[src/rtl/pclk_pkg.sv]
package pclk_pkg;
    typedef enum logic [1:0] {
        SRC_REF      = 2'd0,
        SRC_PLL      = 2'd1,
        SRC_HANDOVER = 2'd2
    } src_state_e;
endpackage

[src/rtl/pclk_sync.sv]
module pclk_sync #(
    parameter int STAGES = 2
) (
    input  logic clk,
    input  logic rst_n,
    input  logic d_i,
    output logic q_o
);
    logic [STAGES-1:0] shift_q;

    always_ff @(posedge clk) begin
        if (!rst_n) shift_q <= '0;
        else        shift_q <= {shift_q[STAGES-2:0], d_i};
    end

    assign q_o = shift_q[STAGES-1];
endmodule

[src/rtl/pclk_divider.sv]
module pclk_divider #(
    parameter int DIV_W = 9
) (
    input  logic             clk,
    input  logic             rst_n,
    input  logic             src_i,
    input  logic [DIV_W-1:0] div_i,
    output logic             div_o
);
    localparam int CW = DIV_W + 1;

    logic             src_d;
    logic             rise;
    logic [DIV_W-1:0] lim_q;
    logic [DIV_W-1:0] cnt_q;
    logic             hi_q;
    logic [CW-1:0]    half;
    logic [CW-1:0]    cnt_nx;
    logic             wrap;

    assign rise   = src_i & ~src_d;
    assign wrap   = (cnt_q >= lim_q);
    assign half   = ({1'b0, lim_q} + CW'(2)) >> 1;
    assign cnt_nx = {1'b0, cnt_q} + CW'(1);

    always_ff @(posedge clk) begin
        if (!rst_n) begin
            src_d <= 1'b0;
            lim_q <= '0;
            cnt_q <= '0;
            hi_q  <= 1'b0;
        end else begin
            src_d <= src_i;
            if (rise) begin
                if (wrap) begin
                    cnt_q <= '0;
                    lim_q <= div_i;
                    hi_q  <= 1'b1;
                end else begin
                    cnt_q <= cnt_nx[DIV_W-1:0];
                    hi_q  <= (cnt_nx < half);
                end
            end
        end
    end

    assign div_o = (lim_q == '0) ? src_i : hi_q;

    // the count never passes the active limit
    a_r3_count_in_range: assert property (@(posedge clk) disable iff (!rst_n)
        cnt_q <= lim_q);

    // a new limit only appears together with a counter restart
    a_r5_limit_at_wrap: assert property (@(posedge clk) disable iff (!rst_n)
        !$stable(lim_q) |-> (cnt_q == '0 && hi_q));
endmodule

[src/rtl/pclk_srcmux.sv]
module pclk_srcmux
    import pclk_pkg::*;
(
    input  logic clk,
    input  logic rst_n,
    input  logic sel_pll_i,
    input  logic en_i,
    input  logic ref_i,
    input  logic pll_i,
    output logic mux_o
);
    src_state_e state_q, state_n;
    logic       tgt_pll_q, tgt_pll_n;

    always_ff @(posedge clk) begin
        if (!rst_n) begin
            state_q   <= SRC_REF;
            tgt_pll_q <= 1'b0;
        end else begin
            state_q   <= state_n;
            tgt_pll_q <= tgt_pll_n;
        end
    end

    always_comb begin
        state_n   = state_q;
        tgt_pll_n = tgt_pll_q;
        unique case (state_q)
            SRC_REF: begin
                if (sel_pll_i && !en_i) begin
                    state_n   = SRC_HANDOVER;
                    tgt_pll_n = 1'b1;
                end
            end
            SRC_PLL: begin
                if (!sel_pll_i && !en_i) begin
                    state_n   = SRC_HANDOVER;
                    tgt_pll_n = 1'b0;
                end
            end
            SRC_HANDOVER: begin
                if (!ref_i && !pll_i)
                    state_n = tgt_pll_q ? SRC_PLL : SRC_REF;
            end
            default: state_n = SRC_REF;
        endcase
    end

    always_comb begin
        unique case (state_q)
            SRC_REF:      mux_o = ref_i;
            SRC_PLL:      mux_o = pll_i;
            SRC_HANDOVER: mux_o = 1'b0;
            default:      mux_o = 1'b0;
        endcase
    end

    // a run state is left only while the gate stage is disabled
    a_r7_leave_only_gated: assert property (@(posedge clk) disable iff (!rst_n)
        ($past(state_q) != SRC_HANDOVER && state_q == SRC_HANDOVER) |-> !$past(en_i));

    // a handover commits only while both sources are low
    a_r8_commit_both_low: assert property (@(posedge clk) disable iff (!rst_n)
        ($past(state_q) == SRC_HANDOVER && state_q != SRC_HANDOVER)
            |-> (!$past(ref_i) && !$past(pll_i)));
endmodule

[src/rtl/pclk_gate.sv]
module pclk_gate (
    input  logic clk,
    input  logic rst_n,
    input  logic gate_i,
    input  logic clk_i,
    output logic en_o,
    output logic clk_o
);
    logic en_q;

    always_ff @(posedge clk) begin
        if (!rst_n)      en_q <= 1'b0;
        else if (!clk_i) en_q <= !gate_i;
    end

    assign en_o  = en_q;
    assign clk_o = clk_i & en_q;

    // the enable moves only while the selected clock is low
    a_r6_enable_moves_low: assert property (@(posedge clk) disable iff (!rst_n)
        !$stable(en_q) |-> !$past(clk_i));
endmodule

[src/rtl/pclk_gen.sv]
module pclk_gen #(
    parameter int DIV_W       = 9,
    parameter int SYNC_STAGES = 2
) (
    input  logic             clk,
    input  logic             rst_n,
    input  logic             ref_clk_i,
    input  logic             pll_clk_i,
    input  logic             sel_pll_i,
    input  logic [DIV_W-1:0] div_i,
    input  logic             gate_i,
    output logic             clk_o
);
    localparam int NSRC = 2;

    logic [NSRC-1:0] raw;
    logic [NSRC-1:0] sampled;
    logic            pll_div;
    logic            mux_clk;
    logic            en;

    assign raw = {pll_clk_i, ref_clk_i};

    for (genvar g = 0; g < NSRC; g++) begin : g_sync
        pclk_sync #(.STAGES(SYNC_STAGES)) u_sync (
            .clk  (clk),
            .rst_n(rst_n),
            .d_i  (raw[g]),
            .q_o  (sampled[g])
        );
    end

    pclk_divider #(.DIV_W(DIV_W)) u_div (
        .clk  (clk),
        .rst_n(rst_n),
        .src_i(sampled[1]),
        .div_i(div_i),
        .div_o(pll_div)
    );

    pclk_srcmux u_mux (
        .clk      (clk),
        .rst_n    (rst_n),
        .sel_pll_i(sel_pll_i),
        .en_i     (en),
        .ref_i    (sampled[0]),
        .pll_i    (pll_div),
        .mux_o    (mux_clk)
    );

    pclk_gate u_gate (
        .clk   (clk),
        .rst_n (rst_n),
        .gate_i(gate_i),
        .clk_i (mux_clk),
        .en_o  (en),
        .clk_o (clk_o)
    );

    // output is low while reset is applied
    a_r1_low_in_reset: assert property (@(posedge clk)
        !rst_n |=> !clk_o);
endmodule

[config.mk]
export PLATFORM = sky130hd
export DESIGN_NAME = pclk_gen
export DESIGN_NICKNAME = d
export VERILOG_FILES = /design/src/rtl/pclk_pkg.sv /design/src/rtl/pclk_sync.sv /design/src/rtl/pclk_divider.sv /design/src/rtl/pclk_srcmux.sv /design/src/rtl/pclk_gate.sv /design/src/rtl/pclk_gen.sv
export SDC_FILE = /design/constraint.sdc
export NUM_CORES = 1
export LEC_CHECK = 0
export ABC_CLOCK_PERIOD_IN_PS = 2200
export BUFFER_PORTS_ARGS = -buffer_cell sky130_fd_sc_hd__buf_2
export CAP_MARGIN = 20
export CORE_MARGIN = 4
export CORE_UTILIZATION = 61
export CTS_BUF_LIST = sky130_fd_sc_hd__clkbuf_2 sky130_fd_sc_hd__clkbuf_4 sky130_fd_sc_hd__clkbuf_8
export DETAILED_ROUTE_END_ITERATION = 7
export PLACE_DENSITY = 0.8
export SYNTH_ARGS = -nofsm -noshare
export SYNTH_HDL_FRONTEND = slang
export SYNTH_SLANG_ARGS = --single-unit
[constraint.sdc]
create_clock -name clk -period 2.2 [get_ports clk]
set_input_delay 0.44 -clock clk [delete_from_list [all_inputs] [get_ports clk]]
set_output_delay 0.44 -clock clk [all_outputs]
set_load 0.01 [all_outputs]
======== After elaboration in Yosys (flattened, before gate mapping) ========
Cells that the tools add are included.
W data, S select, Z words.
word-level totals
  flip-flop bits (word level) ............. 28
  input bits .............................. 15
  output and inout port bits .............. 1
  logic and storage cells ................. 47
cells by class
  add/subtract/negate cells ............... 2
  order comparisons ....................... 2
  equality and inequality tests ........... 5
  multiplexer cells ....................... 12
  bitwise operators ....................... 3
  reduce and logical (&&, ||, !) cells .... 14
operator list
  operator                number
  $add A9 B1 Y10 const B  1
  $add A9 B2 Y10 const B  1
  $lt A10 B9 Y1           1
  $ge A9 B9 Y1            1
  $logic_not A9 Y1        1
  $mux W9                 1
  $mux W2                 3
  $ne A2 B1 Y1 const B    3
  $pmux W2 S3             1
  $reduce_and A3 Y1       2
  $logic_not A1 Y1        5
  $mux W1                 5
  $pmux W1 S2             2
  $logic_and A1 B1 Y1     3
  $and A1 B1 Y1           2
  $eq A2 B1 Y1 const B    1
  $eq A2 B2 Y1 const B    1
  $logic_not A2 Y1        1
  $reduce_and A2 Y1       1
  $reduce_bool A2 Y1      1
  $not A1 Y1              1

======== Logic depth before layout (Yosys ltp) ========
  depth after elaboration ................. 6
  mapped depth ............................ 10
  mapped depth without buffers ............ 10

======== By module ========
From an unflattened synthesis, not the netlist that was laid out.
unflattened totals
  cells, all modules ...................... 213
  area total of the unflattened synthesis .. 1765.4 sq um
modules (own cells, without submodules)
  module        times used  cells each  area an instance (sq um)  sequential area each (sq um)
  pclk_divider  1           182         1463.9                    400.4
  pclk_srcmux   1           19          156.4                     60.1
  pclk_sync     2           4           52.6                      40.0
  pclk_gate     1           4           40.0                      20.0

======== Least setup slack after synthesis ========
No wires, ideal clock.
  path type ............................... register to register
  start point ............................. register u_div.lim_q[1]
  end point ............................... register u_div.hi_q
  library setup time ...................... 69 ps
  arrival ................................. 1913 ps
  required time ........................... 2131 ps
  path slack .............................. 218 ps
  cell stages (with the launch flop) ...... 11
  path buffers ............................ 0
  clock period less this slack ............ 1982 ps
  path through ............................ dfxtp_1 > inv_1 > nor4_1 > nand4_1 > xnor2_1 > ha_1 > a21oi_1 > o21ai_1 > nor4_1 > o21ai_1 > o21ai_1
on the way
  word-level cells in the longest chain between the ends .. 3
  elaborated cells between the ends (all ways) .. 4
  classes of those cells .................. 1 x add/sub; 2 x order compare; 1 x mux
RTL lines
  element                   line                text
  start: declaration        pclk_divider.sv:14  logic [DIV_W-1:0] lim_q;
  start signal: assignment  pclk_divider.sv:37  lim_q <= div_i;
  $add A9 B2 Y10            pclk_divider.sv:23  assign half = ({1'b0, lim_q} + CW'(2)) >> 1;
  $lt A10 B9 Y1             pclk_divider.sv:41  hi_q <= (cnt_nx < half);
  $mux W1 (*)               pclk_divider.sv:35  if (wrap) begin
  end signal: assignment    pclk_divider.sv:41
  end: declaration          pclk_divider.sv:16  logic hi_q;
Mark *: on every way between the ends. The rest lies on a longest branch, timed or not.
A chain may end at the register's enable or synchronous reset.

======== Worst setup path in the final report ========
  start point ............................. register u_div.lim_q[1]
  end point ............................... output clk_o
on the way
  word-level cells in the longest chain between the ends .. 4
RTL lines
  element           line                text
  $logic_not A9 Y1  pclk_divider.sv:47  assign div_o = (lim_q == '0) ? src_i : hi_q;
  $mux W1           pclk_divider.sv:47
  $pmux W1 S2       pclk_srcmux.sv:50   unique case (state_q)
  $and A1 B1 Y1     pclk_gate.sv:17     assign clk_o = clk_i & en_q;
  end: declaration  pclk_gen.sv:12      output logic clk_o
Every way passes these cells.

==> results.toml <==
[power]
power_dens_cells_nw_per_um2 = 528
max-vdd-ir-drop_v = 0.000584
total_leakage_power_uw = 0.000832

[sta]
clock_skew_ps = 2.05
fmax_mhz = 421
final_min_period_over_clock_period = 1.08
worstMarginPinSlew_ps = 751
maxSlewHeadroom = 0.498
finalMaxSlewViolations = 0
final_hold_viol_count = 0
setup_slack_ps = -178
final_period_minus_worst_setup_slack_ps = 2380
rsz0062_at_grt = "true"
setup_violations = 2

[clock_network]
cts_max_path_buffers = 2
cts.reportedPaths.clkPinSlew_ps = 160
clkSinkCount = 28
cts_tree = "yes"
clockRootBuffer = "clkbuf_4"
total_clock_buffers_created_by_cts = 3
cts_max_level = 1
insertion_delay_ps = 340

[drt]
finalWirelength_mm = 4.31
drt-initial-drc-count = 180
route.antenna.remaining_nets = 0
route.detailed.vias_per_inst = 6.08
drt_first_pass_iters = 6
detail_route.drc_violations = 0
post_drt_wl_per_cell_um = 15.9
route.vias.total = 1647

[yosys]
yosysTopAreaCell = "dfxtp_1"
async_reset_ff_frac = 0
synth_edf_count = 0
count_of_cell_types_in_the_netlist = 37
netlist.area_leader.share = 0.312
post_synth_and_or_nand_nor_area_fraction = 0.260
synth_seq_cells = 28
synth_compound_gate_area_share = 0.113
synthesis.instances = 220
postSynthAreaPerCell_sq_um = 8.17
synthXorXnorAreaFrac = 0.0682
mappedNetlistNets = 254
netlist_area_sq_um = 1800
synth-adder-area-share = 0.132
synth_warnings = 0
synth_sequential_area_ratio = 0.312
yosys-top-cells-area = "dfxtp_1, ha_1, nand2_1, mux2i_1, xnor2_1"
synth_top_family_by_area = "simple AND/OR/NAND/NOR gates"
post_synth_mux_area_share = 0.0612
postSynth.topFlopCell = "dfxtp_1"

[final_layout]
area_growth_syn_to_layout_pct = 13.6
final_design_area_excluding_fillers_sq_um = 2040
finalNetCount = 275
post_route_cells_drive_above_1_share = 0.188
insertedDiodeCount = 0
finalNonFillerCells = 271
multi_input_area_sq_um = 1170
seqCellArea_sq_um = 571
fillerInstances = 205

[floorplanning]
design.core.area_sq_um = 2780
std_cell_rows = 19
floorplan.initialDensity = 0.646
dieArea_sq_um = 3880
die_height_um = 62.3
ports_placed_on_the_boundary = 16
die_x_um = 62.3

[place]
placed_cell_area_sq_um = 1930
detailed_place_hpwl_mm = 3.08
placed_cells_incl_taps = 264
finalWeightedCongestion = 0.860
io_buffers = 15

[job]
max_cap_violations = 0

[grt]
antenna_violations_before_repair = 0
grt_pass1_wl_mm = 7.64
grt_start_max_net_pins = 27
grt_remaining_overflow = 0
track_usage = 0.238
first_global_vias = 1655

[setup_path]
worstSetupPathType = "register to output port"
cp_data_required_time_ps = 1760
worst-r2r-setup-slack_ps = -10
cp-start-kind = "register"
startpoint_of_the_worst_slack_reg_to_reg_timing_path = "u_div.lim_q[1]$_SDFFE_PN0P_"
cp-end-kind = "output port"
startpoint = "u_div.lim_q[1]$_SDFFE_PN0P_"
reg2regPathDepth = 10
worst_r2r_endpoint = "u_div.hi_q$_SDFFE_PN0P_"
worstSetupEndpoint = "clk_o"
worstPathMaxFanout = 6
arrival_ps = 1940

[outcome]
violations = "setup timing"
result_of_the_run = "complete, but fails checks"

[hold_path]
hold_path_stages = 2
min_from = "pll_clk_i"
worstHoldPathType = "primary input to register"
==> synthesized netlist by cell type (all sizes together), types with 2 or more instances <==
library cell,count
nand2,37
dfxtp,28
ha,19
a21oi,17
nand4,14
inv,13
xnor2,12
mux2i,11
o21ai,8
clkbuf,7
nand3,7
and2,6
nor2,6
nand2b,4
nor3,4
and3,3
buf,3
nor4,3
a41oi,2
nand4b,2
nor2b,2
xor2,2
==> metrics by stage <==
stage / TNS (ps) / total power [uW] / hold WS (ps) / worst slack [ps] / util
3_3_place_gp: 0 / 710 / 415 / 76.6 / 0.692
2_1_floorplan: 0 / 670 / 412 / 218 / -
5_1_grt: -465 / 1120 / 297 / -277 / 0.734
3_5_place_dp: -111 / 719 / 419 / -111 / 0.692
6_report: -188 / 1080 / 293 / -178 / 0.734
4_1_cts: -85.9 / 1070 / 294 / -85.9 / 0.731
==> where the power goes <==
group / switching (uW) / total (uW) / internal (uW)
Clock: 165 / 349 / 184
Sequential: 23.4 / 550 / 527
Combinational: 97.3 / 178 / 80.8
==> sequential cells by signal, summed over array words and instances, names as in the netlist <==
name                   flops
u_div.cnt_q                9
u_gate.en_o                1
g_sync.u_sync.shift_q      4
u_div.src_d                1
u_mux.tgt_pll_q            1
u_div.hi_q                 1
u_mux.state_q              2
u_div.lim_q                9
==> worst max-delay path, cell delays in order (launching register included) <==
cell	delay [ps]
dfxtp_4	400
nor4_4	240
nand4_1	180
mux2i_2	200
a211oi_2	260
and2_1	180
buf_2	130
==> final cells by class <==
cell class,count,share of cell area
timing repair buffer,26,0.0772
sequential,28,0.279
inverter,13,0.0239
multi-input combinational,169,0.575
tap,31,0.0190
clock buffer,3,0.0110
clock inverter,1,0.0147
==> worst min path at each step <==
stage	endpoint	slack (ps)
final	g_sync[1].u_sync.shift_q[0]$_SDFF_PN0_	290
after global routing	g_sync[0].u_sync.shift_q[0]$_SDFF_PN0_	300
after global placement	g_sync[0].u_sync.shift_q[1]$_SDFF_PN0_	410
after detailed placement	g_sync[0].u_sync.shift_q[1]$_SDFF_PN0_	420
after floorplan	g_sync[0].u_sync.shift_q[1]$_SDFF_PN0_	410
after CTS	g_sync[1].u_sync.shift_q[0]$_SDFF_PN0_	290
==> layer usage <==
layer	routed length, um	up-vias	GRT usage
met5	0	-	0
met4	108	0	0.114
met3	298	10	0.0396
met2	2080	64	0.399
met1	1820	760	0.295
li1	-	813	-
==> cell usage in the layout (no fill, tap or decap), types with 2 or more instances in the layout <==
master	n
nor2b_1	2
and2_1	6
dfxtp_2	5
nor3_1	4
o21ai_1	6
dfxtp_1	22
and3_1	3
nor2_1	6
inv_2	2
nand4b_1	2
clkbuf_4	3
buf_2	15
mux2i_1	10
xnor2_1	11
inv_1	11
nand4_1	14
a21oi_1	17
ha_1	19
o21ai_0	2
nand2_1	37
xor2_1	2
nand3_1	7
nand2b_1	4
buf_4	11
==> repair_timing <==
| item | 4_1_cts | 5_1_grt |
|---|---|---|
| gates resized for setup | 9 | 3 |
| hold endpoints to repair | 0 | 0 |
| setup endpoints to repair | 2 | 7 |
| setup buffers | 3 | 0 |
| gates cloned | 0 | 0 |
| pin swaps | 2 | 0 |
| hold buffers | 0 | 0 |
==> logic make-up (layout without fill, tap and decap cells) <==
logic type,count (synthesis),count (layout)
adders and majority gates,19,19
buffers and inverters,23,43
xor gates and xnor gates,14,14
DFF,28,28
AOI/OAI and AO/OA,34,34
and+or+nand+nor,91,91
muxes,11,11
Power figures use the tool's default switching activity.
